`src/rtl/rx_alarm_pkg.sv`:
```
// Package: shared constants for the receive alarm interrupt controller.
// Assumes the register map starts at address 0 with control, then pending,
// then per-channel status, then per-channel enables.
package rx_alarm_pkg;
    typedef enum logic [1:0] {
        ALM_LOS  = 2'd0,
        ALM_AIS  = 2'd1,
        ALM_PATT = 2'd2,
        ALM_FLAT = 2'd3
    } alarm_kind_e;

    localparam int unsigned ADDR_CTRL = 0;
    localparam int unsigned ADDR_PEND = 1;
    localparam int unsigned STAT_BASE = 2;
endpackage

```
`src/rtl/alm_change_det.sv`:
```
// Module: synchronises a vector of asynchronous alarm levels and flags every
// transition as a one-cycle pulse. Assumes inputs are inactive (0) at reset.
module alm_change_det #(
    parameter int unsigned WIDTH  = 32,
    parameter int unsigned STAGES = 2
) (
    input  logic             clk,
    input  logic             rst_n,
    input  logic [WIDTH-1:0] level_i,
    output logic [WIDTH-1:0] change_o
);
    logic [WIDTH-1:0] sync_q [STAGES];
    logic [WIDTH-1:0] prev_q;

    // Synchroniser chain plus one register holding the previous settled value.
    always_ff @(posedge clk) begin
        if (!rst_n) begin
            for (int i = 0; i < int'(STAGES); i++) sync_q[i] <= '0;
            prev_q <= '0;
        end else begin
            sync_q[0] <= level_i;
            for (int i = 1; i < int'(STAGES); i++) sync_q[i] <= sync_q[i-1];
            prev_q <= sync_q[STAGES-1];
        end
    end

    // Any difference between settled and previous value is a transition.
    always_comb change_o = sync_q[STAGES-1] ^ prev_q;
endmodule

```
`src/rtl/alm_chan_status.sv`:
```
// Module: sticky status and enable bits for one channel. A clear from a read
// loses to a transition arriving in the same cycle.
module alm_chan_status #(
    parameter int unsigned NUM_ALM = 4
) (
    input  logic               clk,
    input  logic               rst_n,
    input  logic [NUM_ALM-1:0] change_i,
    input  logic               clr_i,
    input  logic               en_we_i,
    input  logic [NUM_ALM-1:0] en_d_i,
    output logic [NUM_ALM-1:0] status_o,
    output logic [NUM_ALM-1:0] en_o,
    output logic               pend_o
);
    logic [NUM_ALM-1:0] status_q;
    logic [NUM_ALM-1:0] en_q;

    // Latch transitions; clear on read unless a new transition arrives.
    always_ff @(posedge clk) begin
        if (!rst_n) status_q <= '0;
        else        status_q <= (clr_i ? '0 : status_q) | change_i;
    end

    // Per-alarm interrupt enable register.
    always_ff @(posedge clk) begin
        if (!rst_n)       en_q <= '0;
        else if (en_we_i) en_q <= en_d_i;
    end

    // Channel summary: any enabled latched status.
    always_comb pend_o = |(status_q & en_q);

    assign status_o = status_q;
    assign en_o     = en_q;
endmodule

```
`src/rtl/alm_irq_merge.sv`:
```
// Module: combines channel summaries with the global enable into an
// active-low level and a pad output-enable.
module alm_irq_merge #(
    parameter int unsigned NUM_CH = 8
) (
    input  logic              gie_i,
    input  logic [NUM_CH-1:0] pend_i,
    output logic              irq_n_o,
    output logic              irq_oe_o
);
    logic active;

    // Interrupt active when globally enabled and any channel pending.
    always_comb begin
        active   = gie_i & (|pend_i);
        irq_n_o  = ~active;
        irq_oe_o = active;
    end
endmodule

```
`src/rtl/rx_alarm_irq_ctrl.sv`:
```
// Module: top of the receive alarm interrupt controller. Holds the register
// decode, the global enable and one status bank per channel.
// Assumes reads are single-cycle strobes and NUM_CH, NUM_ALM <= DATA_W.
module rx_alarm_irq_ctrl
    import rx_alarm_pkg::*;
#(
    parameter int unsigned NUM_CH      = 8,
    parameter int unsigned NUM_ALM     = 4,
    parameter int unsigned SYNC_STAGES = 2,
    parameter int unsigned ADDR_W      = 5,
    parameter int unsigned DATA_W      = 8
) (
    input  logic                      clk,
    input  logic                      rst_n,
    input  logic [NUM_CH*NUM_ALM-1:0] alarm_in,
    input  logic                      reg_wr,
    input  logic                      reg_rd,
    input  logic [ADDR_W-1:0]         reg_addr,
    input  logic [DATA_W-1:0]         reg_wdata,
    output logic [DATA_W-1:0]         reg_rdata,
    output logic                      irq_n,
    output logic                      irq_oe
);
    localparam int unsigned N_BITS   = NUM_CH * NUM_ALM;
    localparam int unsigned EN_BASE  = STAT_BASE + NUM_CH;
    localparam logic [ADDR_W-1:0] A_CTRL = ADDR_W'(ADDR_CTRL);
    localparam logic [ADDR_W-1:0] A_PEND = ADDR_W'(ADDR_PEND);

    logic [N_BITS-1:0] change_all;
    logic [N_BITS-1:0] status_flat;
    logic [N_BITS-1:0] en_flat;
    logic [NUM_CH-1:0] pend_vec;
    logic [NUM_CH-1:0] stat_hit;
    logic [NUM_CH-1:0] en_hit;
    logic [NUM_CH-1:0] clr_vec;
    logic              gie_q;
    logic              unused_wdata;

    assign unused_wdata = ^reg_wdata[DATA_W-1:NUM_ALM];

    alm_change_det #(.WIDTH(N_BITS), .STAGES(SYNC_STAGES)) u_det (
        .clk      (clk),
        .rst_n    (rst_n),
        .level_i  (alarm_in),
        .change_o (change_all)
    );

    for (genvar g = 0; g < int'(NUM_CH); g++) begin : g_ch
        localparam logic [ADDR_W-1:0] A_ST = ADDR_W'(STAT_BASE + g);
        localparam logic [ADDR_W-1:0] A_EN = ADDR_W'(EN_BASE + g);
        assign stat_hit[g] = (reg_addr == A_ST);
        assign en_hit[g]   = (reg_addr == A_EN);
        assign clr_vec[g]  = reg_rd & stat_hit[g];

        alm_chan_status #(.NUM_ALM(NUM_ALM)) u_st (
            .clk      (clk),
            .rst_n    (rst_n),
            .change_i (change_all[g*NUM_ALM +: NUM_ALM]),
            .clr_i    (clr_vec[g]),
            .en_we_i  (reg_wr & en_hit[g]),
            .en_d_i   (reg_wdata[NUM_ALM-1:0]),
            .status_o (status_flat[g*NUM_ALM +: NUM_ALM]),
            .en_o     (en_flat[g*NUM_ALM +: NUM_ALM]),
            .pend_o   (pend_vec[g])
        );
    end

    // Global interrupt enable register.
    always_ff @(posedge clk) begin
        if (!rst_n)                            gie_q <= 1'b0;
        else if (reg_wr && reg_addr == A_CTRL) gie_q <= reg_wdata[0];
    end

    // Read multiplexer; unmapped addresses return zero.
    always_comb begin
        reg_rdata = '0;
        if (reg_addr == A_CTRL) reg_rdata[0] = gie_q;
        if (reg_addr == A_PEND) reg_rdata[NUM_CH-1:0] = pend_vec;
        for (int c = 0; c < int'(NUM_CH); c++) begin
            if (stat_hit[c]) reg_rdata[NUM_ALM-1:0] = status_flat[c*NUM_ALM +: NUM_ALM];
            if (en_hit[c])   reg_rdata[NUM_ALM-1:0] = en_flat[c*NUM_ALM +: NUM_ALM];
        end
    end

    alm_irq_merge #(.NUM_CH(NUM_CH)) u_merge (
        .gie_i    (gie_q),
        .pend_i   (pend_vec),
        .irq_n_o  (irq_n),
        .irq_oe_o (irq_oe)
    );
endmodule

```
`config.mk`:
```
export PLATFORM = sky130hd
export DESIGN_NAME = rx_alarm_irq_ctrl
export DESIGN_NICKNAME = d
export VERILOG_FILES = /design/src/rtl/rx_alarm_pkg.sv /design/src/rtl/alm_change_det.sv /design/src/rtl/alm_chan_status.sv /design/src/rtl/alm_irq_merge.sv /design/src/rtl/rx_alarm_irq_ctrl.sv
export SDC_FILE = /design/constraint.sdc
export NUM_CORES = 1
export LEC_CHECK = 0
export ABC_AREA = 1
export ABC_CLOCK_PERIOD_IN_PS = 2100
export BUFFER_PORTS_ARGS = -buffer_cell sky130_fd_sc_hd__buf_2
export CORE_AREA = 8 8 117 119
export DETAILED_ROUTE_END_ITERATION = 12
export DIE_AREA = 0 0 125 127
export GPL_ROUTABILITY_DRIVEN = 0
export PLACE_DENSITY = 0.77
export SYNTH_ARGS = -nofsm -noshare
export SYNTH_HDL_FRONTEND = slang
export SYNTH_HIERARCHICAL = 1
export SYNTH_SLANG_ARGS = --single-unit
```
`constraint.sdc`:
```
create_clock -name clk -period 2.1 [get_ports clk]
set_clock_uncertainty 0.05 [all_clocks]
set_input_delay 0.42 -clock clk [delete_from_list [all_inputs] [get_ports clk]]
set_output_delay 0.42 -clock clk [all_outputs]
set_load 0.02 [all_outputs]
```
==> results.toml <==
[sta]
post-route-min-period_ns = 2.69
finalHoldViolCount = 0
fin_crit_sh_pct = 128
worst_pin_slew_ns = 0.624
totalNegativeSetupSlack_ns = -1.68
hold_ws_ns = 0.121
rsz0062_at_grt = "yes"
setup_ws_ns = -0.592
fmax_mhz = 372
slew_viol_final = 0
setup_viol = 4
max-slew-margin-rel_pct = 58.1

[grt]
grt-ovfl-total = 0
antenna_found_initial = 0
grt_pass1_vias = 5505
grt_use_total_pct = 18.7
grt_max_degree = 36
grt_pass1_wl_um = 24400

[routing]
ant_nets = 0
wl_um = 14600
vias = 6049
drc = 0
firstDrtPassIters = 6
drt_iter0_drc = 483
avgRoutedWirePerCell_um = 11.2
viasPerCell = 4.64

[yosys]
synthMuxAreaShare_pct = 0
synthAdderAreaFrac_pct = 0
synth_top_family_by_area = "simple AND/OR/NAND/NOR gates"
synth_warnings = 6
synth-edff-count = 0
synth_area_leaders = "dfxtp_1 (48%), nand2_1 (19%), inv_1 (14%)"
netlist_top_cells_count = "nand2_1 (334), inv_1 (249), dfxtp_1 (161), nor2_1 (110), a21oi_1 (37)"
synth.distinct_cells = 27
syn_nets = 1069
synth_area_per_cell_um2 = 6.63
ys_ff_latch = 161
yosys.area.top_type_share_pct = 47.6
synth-xor-area-share_pct = 0
yosys.area_share.simple_pct = 30.6
synth-compound-area-share_pct = 5.42
synth_ff_type = "dfxtp_1"
syn-cell-area_um2 = 6770
yosysMostFrequentCell = "nand2_1"
synth_cells = 1020
synth.largest_area_cell = "dfxtp_1"
seq_area_frac_synth_pct = 47.6
synthArstFlopShare_pct = 0

[die]
start_util_pct = 57.3
coreArea_um2 = 11800
die_area_um2 = 15900
die_h_um = 127
rows = 40
fp.dieW_um = 125
io_pins = 59

[critical_path]
crit_type = "flip-flop to output pin"
cp_common_cell = "nand2_1"
cp_slowest_cell = "dfxtp_2"
rr_worst_depth = 4
r2r-end = "g_ch[2].u_st/status_o[0]"
critPathLaunchType = "flip-flop"
reg2reg_slack_ns = 1.23
crit_chain = "nand2_1 > nand2_1 > inv_2 > nand2_4 > nand3_2 > nand2_1 > nor2_1 > nand4_1 > nor2_1 > nand4_1 > nor2_1 > nand3_1 > nand2_1 > nand4_1 > buf_6"
end_kind = "output pin"
cp_max_fo = 2
cp_num_buf_inv = 2
crit_family = "simple AND/OR/NAND/NOR gates"
max_stage_delay_ns = 0.32
critPathRequiredTime_ns = 1.63
reg2reg_from = "g_ch[2].u_st/status_o[0]"
worstPathArrival_ns = 2.22

[clock_tree]
root_buffer = "clkbuf_16"
path_clk_slew_ns = 0.06
cts.sinks = 161
cts_max_path_buffers = 2
cts_tree = "built"
htree_levels = 4
clk_latency_ns = 0.43
cts_buffers = 17

[final_layout]
drive_gt1_share_pct = 21.2
syn_to_final_growth_pct = 23.7
fillers = 962
final_util_pct = 70.8
antenna_cells = 0
final_nets = 1193
final_cell_area_um2 = 8370

[pwr]
power_density_nw_per_um2 = 806
peakVddDrop_mv = 0.731
p_leak_nw = 4.46
p_sw_share_pct = 24.1
total_power_mw = 6.74
clkPwrFrac_pct = 44.3
seqPwrFrac_pct = 48.4
p_switching_mw = 1.62
pwr-share-comb_pct = 7.3
internal_power_mw = 5.12

[place]
io_buffer_count = 54
placed_area_um2 = 7620
hpwl_um = 10200

[hold_path]
hold_depth = 3
min_to = "u_det/sync_q[0][11]"
min_path_type = "input port to flip-flop"
min_from = "alarm_in[11]"

[job]
drv_cap = 0

[status]
status = "finished, violations left"
violations = "setup timing"
## cells in the final DEF, fill, tap and decap left out, types with 2 or more instances in the layout
| master | instances |
|---|---|
| clkbuf_8 | 2 |
| nand4_1 | 15 |
| nor2_1 | 102 |
| nand3_2 | 5 |
| inv_1 | 245 |
| nand3_1 | 6 |
| o21ai_0 | 34 |
| buf_2 | 47 |
| nand2_1 | 318 |
| nand2_4 | 2 |
| nand2_2 | 26 |
| nor2_4 | 4 |
| buf_6 | 4 |
| or2_2 | 4 |
| buf_4 | 63 |
| dfxtp_1 | 137 |
| nor2_2 | 9 |
| inv_6 | 4 |
| nor3_1 | 8 |
| or2_0 | 3 |
| nor4_1 | 2 |
| inv_2 | 21 |
| inv_8 | 2 |
| dfxtp_2 | 24 |
| clkinvlp_4 | 4 |
| a21oi_1 | 37 |
| clkbuf_16 | 17 |
| buf_12 | 3 |
## tightest hold or removal path, delay by kind of cell
family / cells / cell delay [ns]
simple gates: 1 / 0.04
buf+inv: 2 / 0.11
## how the worst max path moves through the flow
stage | start | endpoint | slack, ns | cells after the start
2_1_floorplan | reg_addr[4] | reg_rdata[3] | 0.06 | 10
3_3_place_gp | reg_addr[3] | reg_rdata[2] | -0.25 | 14
3_5_place_dp | reg_addr[0] | reg_rdata[1] | -0.29 | 13
4_1_cts | g_ch[2].u_st/status_o[1] | reg_rdata[2] | -0.55 | 15
5_1_grt | g_ch[2].u_st/status_o[2] | reg_rdata[2] | -0.67 | 15
6_report | g_ch[2].u_st/status_o[2] | reg_rdata[2] | -0.59 | 15
## registers in the layout, summed over array words and instances (netlist names)
name                count
g_ch.u_st/en_o         32
g_ch.u_st/status_o     32
gie_q                   1
u_det/prev_q           32
u_det/sync_q           64
## metal layers
metal	wire length, um	track usage (%)
met2	6890	30.9
met1	6470	22.5
met5	0	0
met4	334	8.17
met3	885	5.12
## metrics by stage
step / std cells / worst slack [ns]
5_1_grt: 1304 / -0.674
2_1_floorplan: 1020 / 0.0609
4_1_cts: 1302 / -0.553
3_5_place_dp: 1270 / -0.292
6_report: 1304 / -0.592
3_3_place_gp: 1270 / -0.252
## cells by family after synthesis
family | after synthesis
and+or+nand+nor | 507
buffers and inverters | 279
DFF | 161
AOI/OAI and AO/OA | 73
## timing repair
action,CTS,global route
hold buffers,0,0
resized for setup,22,47
cloned,0,0
setup buffers,0,3
pin swaps,11,30
endpoints found under the setup margin,4,10
## final cells by class
cell class | instances | area, um^2 | area share, %
clock inverter | 12 | 123 | 1.47
sequential | 161 | 3250 | 38.9
multi-input combinational | 580 | 2530 | 30.3
timing repair buffer | 117 | 813 | 9.72
tap | 147 | 184 | 2.20
inverter | 267 | 1000 | 12.0
clock buffer | 20 | 457 | 5.46
## power by group through the flow
stage               Combinational (mW)  Sequential (mW)  Clock [mW]
global route                     0.557             3.27        3.19
detailed placement               0.473             3.32           0
floorplan                        0.268             3.30           0
CTS                              0.484             3.25        3.06
global placement                 0.461             3.32           0
finish                           0.493             3.26        2.99
Note: power is estimated with default switching activity, not from simulation.
